$ cat src/rtl/tblrd_pkg.sv
package tblrd_pkg;
  typedef enum logic [2:0] {
    OP_NOP  = 3'd0,
    OP_READ = 3'd1,
    OP_MSET = 3'd2,
    OP_MCLR = 3'd3,
    OP_LOAD = 3'd4
  } tbl_op_e;
endpackage

$ cat src/rtl/tblrd_addr_gen.sv
module tblrd_addr_gen #(
  parameter int PAGE_W = 7,
  parameter int PTR_W  = 3,
  parameter int ACC_W  = 4,
  localparam int ADDR_W = PAGE_W + PTR_W + ACC_W
) (
  input  logic [PAGE_W-1:0] page,
  input  logic [PTR_W-1:0]  ptr,
  input  logic [ACC_W-1:0]  acc,
  output logic [ADDR_W-1:0] addr
);
  // page selects the block, pointer and accumulator index inside it
  always_comb begin
    addr = {page, ptr, acc};
  end
endmodule

$ cat src/rtl/tblrd_word_split.sv
module tblrd_word_split #(
  parameter int WORD_W = 10,
  parameter int ACC_W  = 4,
  localparam int HI_W = WORD_W - 2 * ACC_W
) (
  input  logic [WORD_W-1:0] word,
  output logic [ACC_W-1:0]  lo,
  output logic [ACC_W-1:0]  mid,
  output logic [HI_W-1:0]   hi
);
  always_comb begin
    lo  = word[ACC_W-1:0];
    mid = word[2*ACC_W-1:ACC_W];
    hi  = word[WORD_W-1:2*ACC_W];
  end
endmodule

$ cat src/rtl/tblrd_ctrl.sv
module tblrd_ctrl (
  input  logic clk,
  input  logic rst_n,
  input  logic rd_start,
  output logic busy,
  output logic done
);
  logic busy_q, busy_d;
  logic done_q, done_d;

  always_comb begin
    busy_d = rd_start & ~busy_q;
    done_d = busy_q;
  end

  always_ff @(posedge clk or negedge rst_n) begin
    if (!rst_n) begin
      busy_q <= 1'b0;
      done_q <= 1'b0;
    end else begin
      busy_q <= busy_d;
      done_q <= done_d;
    end
  end

  assign busy = busy_q;
  assign done = done_q;
endmodule

$ cat src/rtl/tblrd_ptr_reg.sv
module tblrd_ptr_reg #(
  parameter int PTR_W = 3,
  parameter int HI_W  = 2
) (
  input  logic             clk,
  input  logic             rst_n,
  input  logic             mode_set,
  input  logic             mode_clr,
  input  logic             ld_en,
  input  logic [PTR_W-1:0] ld_val,
  input  logic             tbl_wr,
  input  logic [HI_W-1:0]  tbl_hi,
  output logic [PTR_W-1:0] d_q,
  output logic             mode_q
);
  logic [PTR_W-1:0] ptr_q, ptr_d, ptr_from_tbl;
  logic             ptr_en;
  logic             mode_r, mode_d, mode_en;

  // upper pointer bits not covered by the word are cleared
  generate
    if (HI_W < PTR_W) begin : g_zext
      assign ptr_from_tbl = {{(PTR_W-HI_W){1'b0}}, tbl_hi};
    end else begin : g_trunc
      assign ptr_from_tbl = tbl_hi[PTR_W-1:0];
    end
  endgenerate

  always_comb begin
    ptr_en = tbl_wr | ld_en;
    ptr_d  = tbl_wr ? ptr_from_tbl : ld_val;
    mode_en = mode_set | mode_clr;
    mode_d  = mode_set;
  end

  // pointer has no reset value; software loads it
  always_ff @(posedge clk) begin
    if (ptr_en) begin
      ptr_q <= ptr_d;
    end
  end

  always_ff @(posedge clk or negedge rst_n) begin
    if (!rst_n) begin
      mode_r <= 1'b0;
    end else if (mode_en) begin
      mode_r <= mode_d;
    end
  end

  assign d_q    = ptr_q;
  assign mode_q = mode_r;
endmodule

$ cat src/rtl/tblrd_unit.sv
module tblrd_unit
  import tblrd_pkg::*;
#(
  parameter int PAGE_W = 7,
  parameter int PTR_W  = 3,
  parameter int ACC_W  = 4,
  parameter int WORD_W = 10,
  localparam int ADDR_W = PAGE_W + PTR_W + ACC_W,
  localparam int HI_W   = WORD_W - 2 * ACC_W
) (
  input  logic              clk,
  input  logic              rst_n,
  input  logic              cmd_valid,
  input  logic [2:0]        cmd_op,
  input  logic [PAGE_W-1:0] cmd_page,
  input  logic [PTR_W-1:0]  cmd_ptr,
  input  logic [ACC_W-1:0]  acc_in,
  output logic              rom_rd,
  output logic [ADDR_W-1:0] rom_addr,
  input  logic [WORD_W-1:0] rom_data,
  output logic              busy,
  output logic              done,
  output logic              a_we,
  output logic [ACC_W-1:0]  a_wdata,
  output logic              b_we,
  output logic [ACC_W-1:0]  b_wdata,
  output logic [PTR_W-1:0]  d_q,
  output logic              mode_q
);
  // reset release synchronizer
  logic [1:0] rst_pipe_q;
  logic       rst_int_n;

  always_ff @(posedge clk or negedge rst_n) begin
    if (!rst_n) begin
      rst_pipe_q <= 2'b00;
    end else begin
      rst_pipe_q <= {rst_pipe_q[0], 1'b1};
    end
  end
  assign rst_int_n = rst_pipe_q[1];

  tbl_op_e         op;
  logic            cmd_take, rd_start, mode_set, mode_clr, ld_en, tbl_wr;
  logic [ACC_W-1:0] w_lo, w_mid;
  logic [HI_W-1:0]  w_hi;

  always_comb begin
    op       = tbl_op_e'(cmd_op);
    cmd_take = cmd_valid & rst_int_n & ~busy;
    rd_start = cmd_take & (op == OP_READ);
    mode_set = cmd_take & (op == OP_MSET);
    mode_clr = cmd_take & (op == OP_MCLR);
    ld_en    = cmd_take & (op == OP_LOAD);
    tbl_wr   = busy & mode_q;
  end

  tblrd_ctrl u_ctrl (
    .clk      (clk),
    .rst_n    (rst_int_n),
    .rd_start (rd_start),
    .busy     (busy),
    .done     (done)
  );

  tblrd_addr_gen #(.PAGE_W(PAGE_W), .PTR_W(PTR_W), .ACC_W(ACC_W)) u_addr (
    .page (cmd_page),
    .ptr  (d_q),
    .acc  (acc_in),
    .addr (rom_addr)
  );

  tblrd_word_split #(.WORD_W(WORD_W), .ACC_W(ACC_W)) u_split (
    .word (rom_data),
    .lo   (w_lo),
    .mid  (w_mid),
    .hi   (w_hi)
  );

  tblrd_ptr_reg #(.PTR_W(PTR_W), .HI_W(HI_W)) u_ptr (
    .clk      (clk),
    .rst_n    (rst_int_n),
    .mode_set (mode_set),
    .mode_clr (mode_clr),
    .ld_en    (ld_en),
    .ld_val   (cmd_ptr),
    .tbl_wr   (tbl_wr),
    .tbl_hi   (w_hi),
    .d_q      (d_q),
    .mode_q   (mode_q)
  );

  always_comb begin
    rom_rd  = rd_start;
    a_we    = busy;
    b_we    = busy;
    a_wdata = w_lo;
    b_wdata = w_mid;
  end
endmodule

$ cat config.mk
export PLATFORM = sky130hd
export DESIGN_NAME = tblrd_unit
export DESIGN_NICKNAME = d
export VERILOG_FILES = /design/src/rtl/tblrd_pkg.sv /design/src/rtl/tblrd_addr_gen.sv /design/src/rtl/tblrd_word_split.sv /design/src/rtl/tblrd_ctrl.sv /design/src/rtl/tblrd_ptr_reg.sv /design/src/rtl/tblrd_unit.sv
export SDC_FILE = /design/constraint.sdc
export NUM_CORES = 1
export LEC_CHECK = 0
export BUFFER_PORTS_ARGS = -buffer_cell sky130_fd_sc_hd__clkbuf_2
export CAP_MARGIN = 10
export CORE_UTILIZATION = 30
export CTS_BUF_LIST = sky130_fd_sc_hd__clkbuf_4 sky130_fd_sc_hd__clkbuf_8
export DETAILED_ROUTE_END_ITERATION = 8
export PLACE_DENSITY = 0.8
export SLEW_MARGIN = 20
export SYNTH_ARGS = -nofsm -noshare
export SYNTH_HDL_FRONTEND = slang
export SYNTH_SLANG_ARGS = --single-unit
$ cat constraint.sdc
create_clock -name clk -period 2.3 [get_ports clk]
set_clock_uncertainty 0.15 [all_clocks]
set_input_delay 0.115 -clock clk [delete_from_list [all_inputs] [get_ports clk]]
set_output_delay 0.115 -clock clk [all_outputs]
set_load 0.02 [all_outputs]
# Yosys cells after proc, flatten, opt, wreduce, memory -nomap -nowiden
# Index checks and enable logic that the tools add are counted.
dict set report classes {
  n_eq_ne 4
  n_mux 1
  bitwise 11
}
# operator count
set ops {}
lappend ops {{AND 1 bit} 8}
lappend ops {{equality test 3 x 2 -> 1 bit (second input constant)} 2}
lappend ops {{equality test 3 x 1 -> 1 bit (second input constant)} 1}
lappend ops {{equality test 3 bit (second input constant)} 1}
lappend ops {{2-to-1 mux 2 bit} 1}
lappend ops {{OR 1 bit} 2}
lappend ops {{NOT 1 bit} 1}
dict set report word_totals {
  regBits 8
  inputBits 30
  output_inout_bits 31
}

# Logic depth before layout (Yosys ltp)
dict set report logic_depth {
  ltp_word 4
  ltp_mapped 3
}

# Cells and area by module
# A second synthesis with hierarchy kept.
dict set report unflattened {
  cells_unflattened 50
  area_unflattened_um2 563.0
}
# mod n_inst cells_each area_per_inst_um2
set modules_own_cells {}
lappend modules_own_cells {tblrd_ptr_reg 1 10 168.9}
lappend modules_own_cells {tblrd_unit 1 13 150.1}
lappend modules_own_cells {tblrd_addr_gen 1 14 105.1}
lappend modules_own_cells {tblrd_word_split 1 10 75.1}
lappend modules_own_cells {tblrd_ctrl 1 3 63.8}

# Worst setup path after synthesis
# Ideal clock, no wire load.
dict set report synth_path {
  path_kind {register to output}
  start {reg u_ctrl.busy_q (netlist: u_ctrl.busy)}
  end {out rom_rd}
  arrival_ns 1.424
  required_time_ns 2.035
  setup_slack_ns 0.611
  path_stages_with_launch 3
  path_buffers 0
  path_cell_list {dfrtp_1 nand3b_4 nor4b_1}
}
dict set report synth_between {
  elab_chain_len 3
}
# item line_no
set synth_rtl {}
lappend synth_rtl {{from (decl)} tblrd_ctrl.sv:8} ;# logic busy_q, busy_d;
lappend synth_rtl {{from (signal assigned)} tblrd_ctrl.sv:21} ;# busy_q <= busy_d;
lappend synth_rtl {{NOT 1 bit} tblrd_unit.sv:50} ;# cmd_take = cmd_valid & rst_int_n & ~busy;
lappend synth_rtl {{AND 1 bit} tblrd_unit.sv:50}
lappend synth_rtl {{AND 1 bit} tblrd_unit.sv:51} ;# rd_start = cmd_take & (op == OP_READ);
lappend synth_rtl {{to (decl)} tblrd_unit.sv:18} ;# output logic rom_rd,
# No other way between the ends.

# Final worst setup path
dict set report layout_path {
  start {reg u_ctrl.busy_q (netlist: u_ctrl.busy)}
  end {reg u_ptr.ptr_q[0] (netlist: u_ptr.d_q[0]), enable pin}
}
dict set report layout_between {
  elab_chain_len 4
}
# item line_no
set layout_rtl {}
lappend layout_rtl {{NOT 1 bit} tblrd_unit.sv:50}
lappend layout_rtl {{AND 1 bit} tblrd_unit.sv:50}
lappend layout_rtl {{AND 1 bit} tblrd_unit.sv:54} ;# ld_en = cmd_take & (op == OP_LOAD);
lappend layout_rtl {{OR 1 bit (*)} tblrd_ptr_reg.sv:30} ;# ptr_en = tbl_wr | ld_en;
lappend layout_rtl {{net u_ptr.ptr_en} tblrd_ptr_reg.sv:17} ;# logic ptr_en;
lappend layout_rtl {{to (signal assigned)} tblrd_ptr_reg.sv:39} ;# ptr_q <= ptr_d;
lappend layout_rtl {{to (decl)} tblrd_ptr_reg.sv:16} ;# logic [PTR_W-1:0] ptr_q, ptr_d, ptr_from_tbl;
# The timed path passes the listed nets; every way through them passes the cells marked *.
# A chain may end at the register's enable or synchronous reset.

==> summary.txt <==
Critical path
  – Worst path cell trace: nand3b_4 > o41ai_1
  – Critical path class: flip-flop to flip-flop
  – Crit-path slowest cell: o41ai_1
  – Crit path capture type: flip-flop
  – Required time of the worst setup path: 2.04 ns
  – Top delay family on crit path: compound AO/OA/AOI/OAI gates
  – Critical Path AT: 1.41 ns
  – Max incr delay on CP: 0.53 ns
  – Max FO, Critical Path: 6
  – Crit path buffers/inverters: 0
  – Setup crit start kind: flip-flop

Clock network
  – Clock buffer depth: 2
  – CTS buffer count: 3
  – Later-pin clock latency in the skew report: 0.25 ns
  – CTS root buf: clkbuf_4
  – Post-CTS Setup Repair Bufs: 0
  – Clock sink count: 8
  – CTS tree: yes
  – H-tree levels: 1
  – Clk slew on worst S/H paths: 0.05 ns

Yosys
  – Yosys warns: 0
  – Synth Register Bits: 8
  – Post-Syn Nets: 75
  – Post-synthesis average cell area: 11.1 um2
  – Cell Area, Synth: 500 um2
  – Syn Inst Count: 45
  – Post-synth cell types: 14
  – Seq/Total Area, Yosys: 43.0%

Route
  – Drt via density: 4.39
  – DRT iter0 DRCs: 8
  – Drt pass-1 iters: 3
  – DR WL/cell: 11.3 um
  – Vias: 303
  – Routed Antenna Nets: 0
  – DRC violations left: 0
  – Total routed wirelength: 780 um

Power and ir drop
  – NetSw: 72.8 uW
  – Worst vdd ir: 0.000154 V
  – Sequential share of power: 48.6%
  – Internal Pwr Total: 256 uW
  – Pwr dens: 608 mW/mm2
  – Sw Share: 22.2%
  – Combinational power share: 13.8%
  – Leakage power: 0.000274 uW
  – Part of the power in the clock network: 37.6%

GRT
  – Vias in the first global route: 277
  – Initial antenna violation count: 0
  – Global-route wire length before repair: 1.18 mm
  – Overflow after GRT: 0
  – Gr usage total: 9.36%
  – Largest net degree at the start of global routing: 7

Placement
  – IO Port Bufs: 22
  – RePlAce Congestion: 0.607
  – HPWL after DPL: 598 um
  – Worst slack at placement: 0.640 ns
  – Placed Cells: 59
  – Placed cell area: 450 um2

Timing
  – Fmax: 0.596 GHz
  – Slew @ Worst Pin: 0.625 ns
  – Final Cycle Share: 72.9%
  – Setup TNS: 0 ns
  – Final hold violation count: 0
  – Worst Setup Slack, final: 0.623 ns
  – Final number of setup-violating endpoints: 0
  – Unrepaired setup endpoints after global routing: no
  – Min cycle time layout: 1.68 ns
  – Final Max Tran Viols: 0
  – Hold slack: 0.0227 ns
  – Slew HR: 57.8%

Final layout
  – Post-route cell area: 541 um2
  – Non-Filler Instances: 69
  – Final net count: 84
  – Synth-to-layout area growth: 8.00%
  – Most frequent cells in the layout: clkbuf_2, dlygate4sd3_1, dfrtp_1
  – Number of fill cells in the layout: 153
  – Layout cell share with drive strength beyond 1: 54.7%
  – Diode count: 0
  – Commonest non-fill, non-tap cell in the layout: clkbuf_2

Die
  – # IOs: 61
  – Core Region: 0.00152 mm2
  – Starting Density: 32.8%
  – Die ar.: 0.00184 mm2
  – Chip Height: 42.8 um
  – Site Rows: 14
  – Die W: 42.8 um

Run
  – Max Cap Violations: 0

Outcome
  – Status: finished, final reports clean

Worst hold path
  – Hold Path Class: input pin to flip-flop
cells by family after synthesis:
group | after synthesis | synth area share, %
simple gates | 6 | 10.8
buf+inv | 25 | 36.7
mux | 2 | 4.50
flops | 8 | 43.0
other cells | 1 | 0.749
compound gates | 3 | 4.25
cell type report:
cell class / count / area [um2] / share of cell area, %
repair buffers: 28 / 170 / 31.5
clock buffers: 4 / 30.0 / 5.56
inverters: 1 / 3.75 / 0.694
well taps: 16 / 20.0 / 3.70
multi-input cells: 12 / 101 / 18.7
flip-flops and latches: 8 / 215 / 39.8
cells in the mapped netlist (all sizes together):
master   n  area (um2)
nand2    1        3.75
and2     1        6.26
o41ai    1        8.76
nor4b    2        17.5
o31ai    1        7.51
buf     24         180
o21ai    1        5.00
mux2     2        22.5
nand3b   1        20.0
dfrtp    5         125
nand2b   1        6.26
edfxtp   3        90.1
conb     1        3.75
inv      1        3.75
registers in the layout, indices dropped and copies added (netlist names):
name          flops
u_ptr.mode_q      1
u_ctrl.busy       1
rst_pipe_q        2
u_ctrl.done       1
u_ptr.d_q         3
metal layers:
layer	global-route usage, %	up-vias	wire, um
li1	-	139	-
met1	8.73	135	245
met2	15.2	23	407
met3	3.83	6	102
met4	8.75	0	25
met5	0	-	0
worst register-to-register path, cell delays in order, from the launching register on:
cell and delay, ns:
dfrtp_1 0.44, nand3b_4 0.20, o41ai_1 0.53
worst paths after layout:
kind / startpoint / end / slack, ns / cells past startpoint
min in group asynchronous: rst_n / rst_pipe_q[1] / 0.08 / 2
min reg2reg: rst_pipe_q[0] / rst_pipe_q[1] / 0.21 / 0
max reg2reg: u_ctrl.busy / u_ptr.d_q[0] / 0.62 / 2
max: u_ctrl.busy / u_ptr.d_q[0] / 0.62 / 2
max in group asynchronous: rst_pipe_q[1] / u_ctrl.busy / 1.34 / 1
min: rom_data[8] / u_ptr.d_q[0] / 0.02 / 2
through the flow:
step | utilization (%) | total power [uW]
CTS | 35.5 | 330
detailed placement | 29.6 | 201
global placement | 29.6 | 200
global route | 35.5 | 344
floorplan | - | 231
finish | 35.5 | 328
repair_timing:
item	4_1_cts	5_1_grt
endpoints found under the hold margin	8	0
setup endpoints to repair	0	0
resized for setup	0	0
hold buffers	6	0
power groups by stage:
stage,sequential [uW],combinational (uW),clock (uW)
floorplan,168,62.7,0
global placement,163,36.8,0
detailed placement,163,37.2,0
CTS,160,45.4,125
global route,161,50.1,133
finish,160,45.2,124
Note: power is estimated with default switching activity, not from simulation.
